`src/rtl/mbist_pkg.sv`:
```
package mbist_pkg;

  typedef enum logic [1:0] {
    ST_IDLE  = 2'd0,
    ST_RUN   = 2'd1,
    ST_DRAIN = 2'd2,
    ST_DONE  = 2'd3
  } seq_state_e;

  // Per-element attributes. A two-operation element always reads first and writes second.
  typedef struct packed {
    logic down;      // descending address order
    logic two_ops;   // read followed by write at each address
    logic first_rd;  // first (or only) operation is a read
    logic pol0;      // polarity of the first operation
    logic pol1;      // polarity of the second operation
  } elem_attr_t;

  localparam int unsigned NUM_ELEMS = 6;
  localparam int unsigned ELEM_W    = 3;

  function automatic elem_attr_t elem_attr(input logic [ELEM_W-1:0] e);
    elem_attr_t a;
    case (e)
      3'd0:    a = '{down: 1'b0, two_ops: 1'b0, first_rd: 1'b0, pol0: 1'b0, pol1: 1'b0};
      3'd1:    a = '{down: 1'b0, two_ops: 1'b1, first_rd: 1'b1, pol0: 1'b0, pol1: 1'b1};
      3'd2:    a = '{down: 1'b0, two_ops: 1'b1, first_rd: 1'b1, pol0: 1'b1, pol1: 1'b0};
      3'd3:    a = '{down: 1'b1, two_ops: 1'b1, first_rd: 1'b1, pol0: 1'b0, pol1: 1'b1};
      3'd4:    a = '{down: 1'b1, two_ops: 1'b1, first_rd: 1'b1, pol0: 1'b1, pol1: 1'b0};
      default: a = '{down: 1'b1, two_ops: 1'b0, first_rd: 1'b1, pol0: 1'b0, pol1: 1'b0};
    endcase
    return a;
  endfunction

endpackage

```
`src/rtl/mbist_rst_sync.sv`:
```
module mbist_rst_sync (
  input  logic clk,
  input  logic rst_n,
  output logic rst_n_sync
);
  logic [1:0] sync_q;

  always_ff @(posedge clk or negedge rst_n) begin
    if (!rst_n) sync_q <= 2'b00;
    else        sync_q <= {sync_q[0], 1'b1};
  end

  assign rst_n_sync = sync_q[1];
endmodule

```
`src/rtl/mbist_datagen.sv`:
```
module mbist_datagen #(
  parameter int unsigned DW = 16
) (
  input  logic          addr_lsb,
  input  logic          pol,
  output logic [DW-1:0] word
);
  // Checkerboard: alternate by bit column and by address row, flip for polarity 1.
  for (genvar i = 0; i < DW; i++) begin : g_bit
    localparam logic COL_ODD = ((i % 2) == 1);
    assign word[i] = addr_lsb ^ COL_ODD ^ pol;
  end
endmodule

```
`src/rtl/mbist_seq.sv`:
```
module mbist_seq
  import mbist_pkg::*;
#(
  parameter int unsigned AW = 4
) (
  input  logic              clk,
  input  logic              rst_n,
  input  logic              start,
  output logic              launch,
  output logic              issue,
  output logic              is_write,
  output logic              pol,
  output logic [AW-1:0]     addr,
  output logic [ELEM_W-1:0] elem,
  output logic              busy,
  output logic              done
);
  localparam logic [ELEM_W-1:0] LAST_ELEM = ELEM_W'(NUM_ELEMS - 1);
  localparam logic [AW-1:0]     ADDR_MAX  = {AW{1'b1}};

  seq_state_e        state_q, state_d;
  logic [ELEM_W-1:0] elem_q, elem_d;
  logic [AW-1:0]     addr_q, addr_d;
  logic              op_q, op_d;
  elem_attr_t        attr, next_attr;
  logic              at_end;
  logic              idle_like;

  assign attr      = elem_attr(elem_q);
  assign next_attr = elem_attr(elem_q + 1'b1);
  assign at_end    = attr.down ? (addr_q == '0) : (addr_q == ADDR_MAX);
  assign idle_like = (state_q == ST_IDLE) || (state_q == ST_DONE);
  assign launch    = start && idle_like;

  always_comb begin
    state_d = state_q;
    elem_d  = elem_q;
    addr_d  = addr_q;
    op_d    = op_q;
    case (state_q)
      ST_IDLE, ST_DONE: begin
        if (start) begin
          state_d = ST_RUN;
          elem_d  = '0;
          addr_d  = '0;
          op_d    = 1'b0;
        end
      end
      ST_RUN: begin
        if (attr.two_ops && !op_q) begin
          op_d = 1'b1;
        end else begin
          op_d = 1'b0;
          if (at_end) begin
            if (elem_q == LAST_ELEM) begin
              state_d = ST_DRAIN;
            end else begin
              elem_d = elem_q + 1'b1;
              addr_d = next_attr.down ? ADDR_MAX : '0;
            end
          end else begin
            addr_d = attr.down ? (addr_q - 1'b1) : (addr_q + 1'b1);
          end
        end
      end
      ST_DRAIN: state_d = ST_DONE;
      default:  state_d = ST_IDLE;
    endcase
  end

  always_ff @(posedge clk or negedge rst_n) begin
    if (!rst_n) begin
      state_q <= ST_IDLE;
      elem_q  <= '0;
      addr_q  <= '0;
      op_q    <= 1'b0;
    end else begin
      state_q <= state_d;
      elem_q  <= elem_d;
      addr_q  <= addr_d;
      op_q    <= op_d;
    end
  end

  assign issue    = (state_q == ST_RUN);
  assign is_write = op_q ? 1'b1 : !attr.first_rd;
  assign pol      = op_q ? attr.pol1 : attr.pol0;
  assign addr     = addr_q;
  assign elem     = elem_q;
  assign busy     = (state_q == ST_RUN) || (state_q == ST_DRAIN);
  assign done     = (state_q == ST_DONE);

  // an accepted start makes the engine busy next cycle
  a_r2_launch_busy: assert property (@(posedge clk) disable iff (!rst_n)
    launch |=> busy);
  // element index never leaves the six-element range during a run
  a_r3_elem_range: assert property (@(posedge clk) disable iff (!rst_n)
    busy |-> (elem_q <= LAST_ELEM));
  // the write of a read/write pair targets the address just read
  a_r5_pair_same_addr: assert property (@(posedge clk) disable iff (!rst_n)
    (issue && op_q) |-> (addr_q == $past(addr_q)));
  // no RAM activity once finished
  a_r9_done_quiet: assert property (@(posedge clk) disable iff (!rst_n)
    done |-> !issue);
endmodule

```
`src/rtl/mbist_cmp.sv`:
```
module mbist_cmp
  import mbist_pkg::*;
#(
  parameter int unsigned AW = 4,
  parameter int unsigned DW = 16
) (
  input  logic              clk,
  input  logic              rst_n,
  input  logic              clear,
  input  logic              rd_issue,
  input  logic [AW-1:0]     rd_addr,
  input  logic [ELEM_W-1:0] rd_elem,
  input  logic [DW-1:0]     rd_exp,
  input  logic [DW-1:0]     rdata,
  output logic              rd_check,
  output logic              fail_live,
  output logic [AW-1:0]     fail_addr,
  output logic [ELEM_W-1:0] fail_elem,
  output logic              sticky
);
  logic              pend_q;
  logic [AW-1:0]     addr_q;
  logic [ELEM_W-1:0] elem_q;
  logic [DW-1:0]     exp_q;
  logic              sticky_q, sticky_d;
  logic [DW-1:0]     bit_miss;

  // Pending-read strobe, aligned to the one-cycle RAM read latency
  always_ff @(posedge clk or negedge rst_n) begin
    if (!rst_n) pend_q <= 1'b0;
    else        pend_q <= rd_issue;
  end

  // Captured context of the read in flight, loaded only when a read is issued
  always_ff @(posedge clk or negedge rst_n) begin
    if (!rst_n) begin
      addr_q <= '0;
      elem_q <= '0;
      exp_q  <= '0;
    end else if (rd_issue) begin
      addr_q <= rd_addr;
      elem_q <= rd_elem;
      exp_q  <= rd_exp;
    end
  end

  assign bit_miss  = rdata ^ exp_q;
  assign fail_live = pend_q && (|bit_miss);

  always_comb begin
    sticky_d = sticky_q;
    if (clear)          sticky_d = 1'b0;
    else if (fail_live) sticky_d = 1'b1;
  end

  always_ff @(posedge clk or negedge rst_n) begin
    if (!rst_n) sticky_q <= 1'b0;
    else        sticky_q <= sticky_d;
  end

  assign rd_check  = pend_q;
  assign fail_addr = addr_q;
  assign fail_elem = elem_q;
  assign sticky    = sticky_q;

  // a compare cycle always follows a read issue
  a_r6_check_after_read: assert property (@(posedge clk) disable iff (!rst_n)
    rd_check |-> $past(rd_issue));
  // a live failure is recorded in the sticky flag
  a_r7_fail_sets_sticky: assert property (@(posedge clk) disable iff (!rst_n)
    (fail_live && !clear) |=> sticky);
  // the sticky flag holds until an accepted start
  a_r8_sticky_hold: assert property (@(posedge clk) disable iff (!rst_n)
    (sticky && !clear) |=> sticky);
  // an accepted start clears the sticky flag
  a_r8_sticky_clear: assert property (@(posedge clk) disable iff (!rst_n)
    clear |=> !sticky);
endmodule

```
`src/rtl/mbist_marchc.sv`:
```
module mbist_marchc
  import mbist_pkg::*;
#(
  parameter int unsigned AW = 4,
  parameter int unsigned DW = 16
) (
  input  logic              clk,
  input  logic              rst_n,
  input  logic              start,
  output logic              ram_en,
  output logic              ram_we,
  output logic [AW-1:0]     ram_addr,
  output logic [DW-1:0]     ram_wdata,
  input  logic [DW-1:0]     ram_rdata,
  output logic              busy,
  output logic              done,
  output logic              rd_check,
  output logic              fail_live,
  output logic [AW-1:0]     fail_addr,
  output logic [ELEM_W-1:0] fail_elem,
  output logic              sticky_fail
);
  logic              rst_n_s;
  logic              launch;
  logic              issue;
  logic              is_write;
  logic              pol;
  logic [AW-1:0]     addr;
  logic [ELEM_W-1:0] elem;
  logic [DW-1:0]     pattern;

  mbist_rst_sync u_rst (
    .clk        (clk),
    .rst_n      (rst_n),
    .rst_n_sync (rst_n_s)
  );

  mbist_seq #(.AW(AW)) u_seq (
    .clk      (clk),
    .rst_n    (rst_n_s),
    .start    (start),
    .launch   (launch),
    .issue    (issue),
    .is_write (is_write),
    .pol      (pol),
    .addr     (addr),
    .elem     (elem),
    .busy     (busy),
    .done     (done)
  );

  mbist_datagen #(.DW(DW)) u_gen (
    .addr_lsb (addr[0]),
    .pol      (pol),
    .word     (pattern)
  );

  mbist_cmp #(.AW(AW), .DW(DW)) u_cmp (
    .clk       (clk),
    .rst_n     (rst_n_s),
    .clear     (launch),
    .rd_issue  (issue && !is_write),
    .rd_addr   (addr),
    .rd_elem   (elem),
    .rd_exp    (pattern),
    .rdata     (ram_rdata),
    .rd_check  (rd_check),
    .fail_live (fail_live),
    .fail_addr (fail_addr),
    .fail_elem (fail_elem),
    .sticky    (sticky_fail)
  );

  assign ram_en    = issue;
  assign ram_we    = issue && is_write;
  assign ram_addr  = addr;
  assign ram_wdata = pattern;

  // nothing is active while the synchronised reset is low
  always_comb begin
    if (!rst_n_s) begin
      a_r1_reset_quiet: assert (!ram_en && !busy && !done && !sticky_fail);
    end
  end
endmodule

```
`config.mk`:
```
export PLATFORM = sky130hd
export DESIGN_NAME = mbist_marchc
export DESIGN_NICKNAME = d
export VERILOG_FILES = /design/src/rtl/mbist_pkg.sv /design/src/rtl/mbist_rst_sync.sv /design/src/rtl/mbist_datagen.sv /design/src/rtl/mbist_seq.sv /design/src/rtl/mbist_cmp.sv /design/src/rtl/mbist_marchc.sv
export SDC_FILE = /design/constraint.sdc
export NUM_CORES = 1
export LEC_CHECK = 0
export BUFFER_PORTS_ARGS = -buffer_cell sky130_fd_sc_hd__buf_2
export CAP_MARGIN = 20
export CORE_MARGIN = 5
export CORE_UTILIZATION = 29
export CTS_BUF_LIST = sky130_fd_sc_hd__clkbuf_16
export CTS_CLUSTER_SIZE = 40
export DETAILED_ROUTE_END_ITERATION = 16
export PLACE_DENSITY = 0.47
export SLEW_MARGIN = 20
export SYNTH_ARGS = -nofsm -noshare
export SYNTH_HDL_FRONTEND = slang
export SYNTH_SLANG_ARGS = --single-unit
export TNS_END_PERCENT = 5
```
`constraint.sdc`:
```
create_clock -name clk -period 4.8 [get_ports clk]
set_input_delay 0.72 -clock clk [delete_from_list [all_inputs] [get_ports clk]]
set_output_delay 0.72 -clock clk [all_outputs]
set_load 0.1 [all_outputs]
```
==> run metrics, run 1 <==
status=completed; Fin Setup TNS=0 ns; Worst-path clk slew=0.06 ns; max_cap viols=0; commonest cells after routing, fill and taps aside=buf_2 (52), dfrtp_1 (23), inv_1 (14), nand2_1 (13), ha_1 (10); number of port buffers=52; FFs w/ async S/R, synth=1.000; clk sinks=23; final hold viol count=0; clk_skew=0.002318 ns; Synth Cell Area=roughly 1600 sq um; min-delay worst type=input port to asynchronous set/reset pin; die area=7162 sq um; largest net degree at the start of global routing=22; count of flip-flops with a built-in enable after synthesis=0; initial antenna violation count=0; CP max-delay cell=dfrtp_1; # DRC=0; Avg Inst Size Synth=roughly 9.7 sq um; Final Cycle Share=0.6649; WL final=between 3000 and 4000 um; Post-CTS Hold Buffers=0; post-CTS sizing=0; Slew Limit Headroom=0.4202; First DRT Iteration DRCs=~50; DP HPWL=2753 um; Routed Antenna Nets=0; Chip Width=84.63 um; FF-to-FF path depth=10; num rows=27; CP bufs+invs=3; CP endpoint kind=primary output; Die Height=84.63 um; grt total ovfl=0; Clock Path Buffers=2; DR WL/cell=roughly 13 um; GPL Wtd Cong=0.8197; register bit total from synthesis=23; CTS H-tree depth=1; Seq/Total Area, Yosys=0.3563; Filler Cells Inserted=567; Initial Util=0.2952; CTS Buf Count=3; TritonCTS clock tree=yes; min Tclk post-route=3.192 ns; Clock Latency Late Sink=0.26 ns; commonest non-fill, non-tap cell in the layout=buf_2; Tot GR Track Use=0.1019; CORE AREA=5473 sq um; DRT Pass-1 Iters=4; Yosys cell types=44; syn_nets=196; Crit path max-delay family=buffers and inverters; Syn-to-layout area delta=17.66%; Top FF cell, synth=dfrtp_1; number of global-route vias before repair=1313; Syn Inst Count=166; crit path DAT=2.47 ns; slowest stage delay, CP=approximately 0.46 ns; synth warn=0; Setup-failing EPs final=0; slew at the pin with the worst max-slew slack=0.8696 ns; FMAX=0.3133 GHz; share of post-route cells with drive strength above 1=0.3713; wire length of the first global-routing pass=6051 um; crit path max fanout=10; vias post-DR=1323; # diodes=0; RSZ-0062 raised after global routing=false; # IOs=53; crit path launch type=register; postcts setup bufs=0; Worst Path Required=4.08 ns; NumNets Final=233; via/cell ratio=approximately 4.8; Setup Crit Path Kind=register to primary output; final slew viol count=0; critical path, cell by cell=inv_1, ha_1, nor2b_1, mux2i_1, xnor2_2, inv_1, buf_2; critical path depth in cells=7; crit-path most repeated cell=inv_1; Root Driver=clkbuf_16
[sequential cells by signal, summed over array words and instances, names as in the netlist, 2 cells and up]
| register | count |
|---|---|
| u_cmp.fail_addr | 4 |
| u_seq.addr | 4 |
| u_cmp.fail_elem | 3 |
| u_seq.elem | 3 |
| u_cmp.exp_q | 2 |
| u_rst.sync_q | 2 |
| u_seq.state_q | 2 |
[layout make-up]
type                    count  area, sq um  share of cell area
flip-flops and latches     23        575.6              0.3028
inverters                  14        52.55             0.02765
clock inverters             1        5.005            0.002633
multi-input cells         109        842.1              0.4431
clock buffers               3        75.07             0.03950
repair buffers             52        260.3              0.1369
well taps                  72        90.09             0.04740
[cells by family (layout without fill, tap and decap cells)]
logic type	Yosys count	in the layout	synth area share
flops	23	23	0.3563
mux	9	9	0.06120
simple gates	50	50	0.1712
compound gates	35	35	0.1735
other cells	1	1	0.002322
fa+ha+maj	11	11	0.08985
xor+xnor	3	3	0.01627
buf+inv	34	70	0.1294
[worst paths after layout]
check	endpoint	start	slack, ns
max in group asynchronous	u_seq.addr[3]$_DFFE_PN0P_	u_rst.sync_q[1]$_DFF_PN0_	3.90
worst min-delay path	u_rst.sync_q[0]$_DFF_PN0_	rst_n	0.23
worst max-delay path	ram_wdata[3]	u_seq.elem[0]$_DFFE_PN0P_	1.61
worst min register to register	u_rst.sync_q[1]$_DFF_PN0_	u_rst.sync_q[0]$_DFF_PN0_	0.35
worst max register to register	u_seq.addr[3]$_DFFE_PN0P_	u_seq.elem[0]$_DFFE_PN0P_	2.00
min in group clk	u_rst.sync_q[1]$_DFF_PN0_	u_rst.sync_q[0]$_DFF_PN0_	0.35
[worst reg2reg max path, stage by stage (launching register included)]
cell	delay (ns)
dfrtp_1	0.48
inv_1	0.12
ha_1	0.31
nor3_1	0.37
nand2b_1	0.24
ha_1	0.26
a21o_1	0.18
a21oi_1	0.17
xnor2_1	0.09
and3_1	0.19
o41ai_2	0.30
[synth_stat cells (2+ instances only)]
cell type | instances | area [sq um]
buf_2 | 2 | 10.01
buf_4 | 15 | 112.6
buf_6 | 3 | 33.78
nand2b_1 | 3 | 18.77
ha_1 | 10 | 125.1
nand4_1 | 4 | 25.02
nor4_1 | 4 | 25.02
a31oi_1 | 4 | 25.02
a21o_1 | 3 | 22.52
inv_1 | 14 | 52.55
nor3_2 | 2 | 20.02
nor2b_1 | 2 | 12.51
o21ai_1 | 2 | 10.01
o31ai_2 | 3 | 37.54
nand2_1 | 13 | 48.80
nand3_1 | 2 | 10.01
nor2_1 | 8 | 30.03
a21oi_1 | 7 | 35.03
o21a_1 | 3 | 22.52
xnor2_1 | 3 | 26.28
mux2_2 | 7 | 78.83
dfrtp_1 | 23 | 575.6
nor3_1 | 7 | 35.03
mux2i_1 | 2 | 20.02
[layer usage]
metal  wire [um]  up-vias  GRT usage
met2        1650       48     0.1758
li1            -      646          -
met4          15        0    0.02158
met3         317        2    0.03435
met5           0        -          0
met1        1585      627     0.1232
[per-stage QoR]
step                      hold WS (ns)  cell area (sq um)  std cells  setup WS (ns)    util
after floorplan                 0.2669               1623        166         0.3595       -
after global placement          0.3355               1817        270          1.927  0.3320
after detailed placement        0.3371               1817        270          1.879  0.3320
after CTS                       0.2303               1897        274          1.584  0.3466
after global routing            0.2201               1901        274          1.354  0.3473
final                           0.2308               1901        274          1.608  0.3473
Power of run 1 is left out: the tool's default activity adds up to more than one toggle a clock period on the data nets, which glitch-free logic cannot reach.
==> run 2, diff against run 1 <==
--- a/config.mk
+++ b/config.mk
@@ -5,6 +5,7 @@
 export SDC_FILE = /design/constraint.sdc
 export NUM_CORES = 1
 export LEC_CHECK = 0
+export ABC_AREA = 1
 export BUFFER_PORTS_ARGS = -buffer_cell sky130_fd_sc_hd__buf_2
 export CAP_MARGIN = 20
 export CORE_MARGIN = 5
@@ -12,7 +13,7 @@
 export CTS_BUF_LIST = sky130_fd_sc_hd__clkbuf_16
 export CTS_CLUSTER_SIZE = 40
 export DETAILED_ROUTE_END_ITERATION = 16
-export PLACE_DENSITY = 0.47
+export PLACE_DENSITY = 0.46
 export SLEW_MARGIN = 20
 export SYNTH_ARGS = -nofsm -noshare
 export SYNTH_HDL_FRONTEND = slang
==> constraint.sdc (replaced) <==
create_clock -name clk -period 3.3 [get_ports clk]
set_input_delay 0.495 -clock clk [delete_from_list [all_inputs] [get_ports clk]]
set_output_delay 0.495 -clock clk [all_outputs]
set_load 0.1 [all_outputs]
==> run 2 against run 1 <==
Effect of this change: worst hold slack lost 0.22 ns; wire length is 2.2% lower; global-route usage fell by 0.21 points; synthesized area increased by 3.4%; first-iteration DRC count grew 41%; design area rose by 4.7%; die area grew 3.0%; synthesized cell count grew 24%; utilization grew 1.2 points; critical endpoint is now ram_wdata[10]; largest cell class unchanged.
==> run metrics, run 2 <==
status=completed; fin worst setup slack=~0.32 ns; NumNets Final=276; clk_skew=0.003042 ns; Yosys top cell area share=0.3446; Top FF cell, synth=dfrtp_1; CP max-delay cell=dfrtp_1; GPL Wtd Cong=between 0.8 and 0.9; crit-path most repeated cell=inv_1; Syn-to-layout area delta=19.18%; WL final=3491 um; Initial Util=0.3015; crit path launch type=register; # diodes=0; Post-CTS Hold Buffers=0; Setup-failing EPs final=0; Root Driver=clkbuf_16; CP bufs+invs=4; Clock Latency Late Sink=~0.25 ns; Routed Antenna Nets=0; # IOs=53; slew at the pin with the worst max-slew slack=0.8400 ns; vias post-DR=about 1400; CTS Buf Count=3; synth warn=0; CORE AREA=5540 sq um; final hold viol count=0; First DRT Iteration DRCs=69; Filler Cells Inserted=595; min-delay worst type=input port to asynchronous set/reset pin; count of flip-flops with a built-in enable after synthesis=0; Synth Cell Area=1670 sq um; Final Cycle Share=0.9037; CTS H-tree depth=1; final slew viol count=0; crit path DAT=2.49 ns; Syn Inst Count=206; clk sinks=23; DP HPWL=2876 um; initial antenna violation count=0; FMAX=0.3353 GHz; number of global-route vias before repair=~1300; number of port buffers=52; largest net degree at the start of global routing=22; register bit total from synthesis=23; slowest stage delay, CP=0.45 ns; die area=7378 sq um; via/cell ratio=4.344; Final Core Density=0.3593; DRT Pass-1 Iters=4; CP endpoint kind=primary output; Avg Inst Size Synth=about 8.1 sq um; commonest non-fill, non-tap cell in the layout=buf_2; Slew Limit Headroom=0.4400; Tot GR Track Use=0.09986; max_cap viols=0; postcts setup bufs=0; RSZ-0062 raised after global routing=false; Die Height=85.90 um; Setup Crit Path Kind=register to primary output; crit path max fanout=10; DR WL/cell=11.01 um; Crit path max-delay family=buffers and inverters; wire length of the first global-routing pass=5920 um; critical path, cell by cell=inv_1, ha_1, inv_2, nand2_1, o21ai_0, a21oi_1, xor2_4, inv_1, buf_2; # DRC=0; Worst Path Required=about 2.8 ns; GR peak layer=met2; Synth top cells by count=nand2_1 (47), dfrtp_1 (23), inv_1 (22), buf_4 (15), o21ai_0 (12); Yosys cell types=31; commonest cells after routing, fill and taps aside=buf_2 (52), nand2_1 (47), dfrtp_1 (23), inv_1 (22), o21ai_0 (12); TritonCTS clock tree=yes; Setup Slack @ Placement=0.5764 ns; FFs w/ async S/R, synth=1.000; most common cell in the netlist=nand2_1; Clock Path Buffers=2; routing usage on met1=0.1305; num rows=27; post-CTS sizing=0; min Tclk post-route=roughly 3.0 ns; Chip Width=between 80 and 90 um; Seq/Total Area, Yosys=0.3446; grt total ovfl=0; Fin Setup TNS=0 ns; met3 GRT Util=0.02209; Worst-path clk slew=0.06 ns; met2 GRT Util=0.1577; Synth area leader=dfrtp_1; syn_nets=236; synth top area cells=dfrtp_1 (34%), nand2_1 (11%), ha_1 (7.5%), buf_4 (6.7%), inv_1 (4.9%); share of post-route cells with drive strength above 1=0.3592
[run 2: logic make-up (layout without fill, tap and decap cells)]
| family | count (synthesis) | after routing | synth area share |
|---|---|---|---|
| simple gates | 90 | 90 | 0.2772 |
| xor+xnor | 3 | 3 | 0.01573 |
| fa+ha+maj | 11 | 11 | 0.08689 |
| compound gates | 32 | 32 | 0.1266 |
| other cells | 1 | 1 | 0.002245 |
| buf+inv | 46 | 85 | 0.1468 |
| flops | 23 | 23 | 0.3446 |
[run 2: stage by stage]
stage | std cells | cell area (sq um) | hold WS (ns)
2_1_floorplan | 206 | 1689 | 0.1994
3_3_place_gp | 313 | 1911 | 0.2821
3_5_place_dp | 313 | 1911 | 0.2844
4_1_cts | 317 | 1991 | 0.008033
5_1_grt | 317 | 1991 | 0.007895
6_report | 317 | 1991 | 0.01307
[run 2: final cells by class]
type	instances	area [sq um]	share of cell area
inverter	29	116.4	0.05845
timing repair buffer	52	260.3	0.1307
multi-input combinational	137	868.3	0.4362
tap	72	90.09	0.04525
clock inverter	1	5.005	0.002514
sequential	23	575.6	0.2891
clock buffer	3	75.07	0.03771
[run 2: path summary, 6_finish.rpt]
kind	end	startpoint	slack, ns	cells after the start
worst min-delay path	u_rst.sync_q[0]$_DFF_PN0_	rst_n	0.01	1
worst max register to register	u_seq.addr[3]$_DFFE_PN0P_	u_seq.elem[0]$_DFFE_PN0P_	0.90	15
worst max-delay path	ram_wdata[10]	u_seq.elem[0]$_DFFE_PN0P_	0.32	9
min in group clk	u_rst.sync_q[1]$_DFF_PN0_	u_rst.sync_q[0]$_DFF_PN0_	0.35	0
max in group asynchronous	u_seq.addr[1]$_DFFE_PN0P_	u_rst.sync_q[1]$_DFF_PN0_	2.43	0
worst min register to register	u_cmp.sticky$_DFFE_PN0P_	u_rst.sync_q[1]$_DFF_PN0_	0.35	0
[run 2: routing by layer]
layer | vias to the layer above | part of all wire
li1 | 717 | -
met1 | 607 | 0.46
met2 | 49 | 0.44
met3 | 4 | 0.086
met4 | 0 | 0.017
met5 | - | 0
Power of run 2 is left out for the same reason.
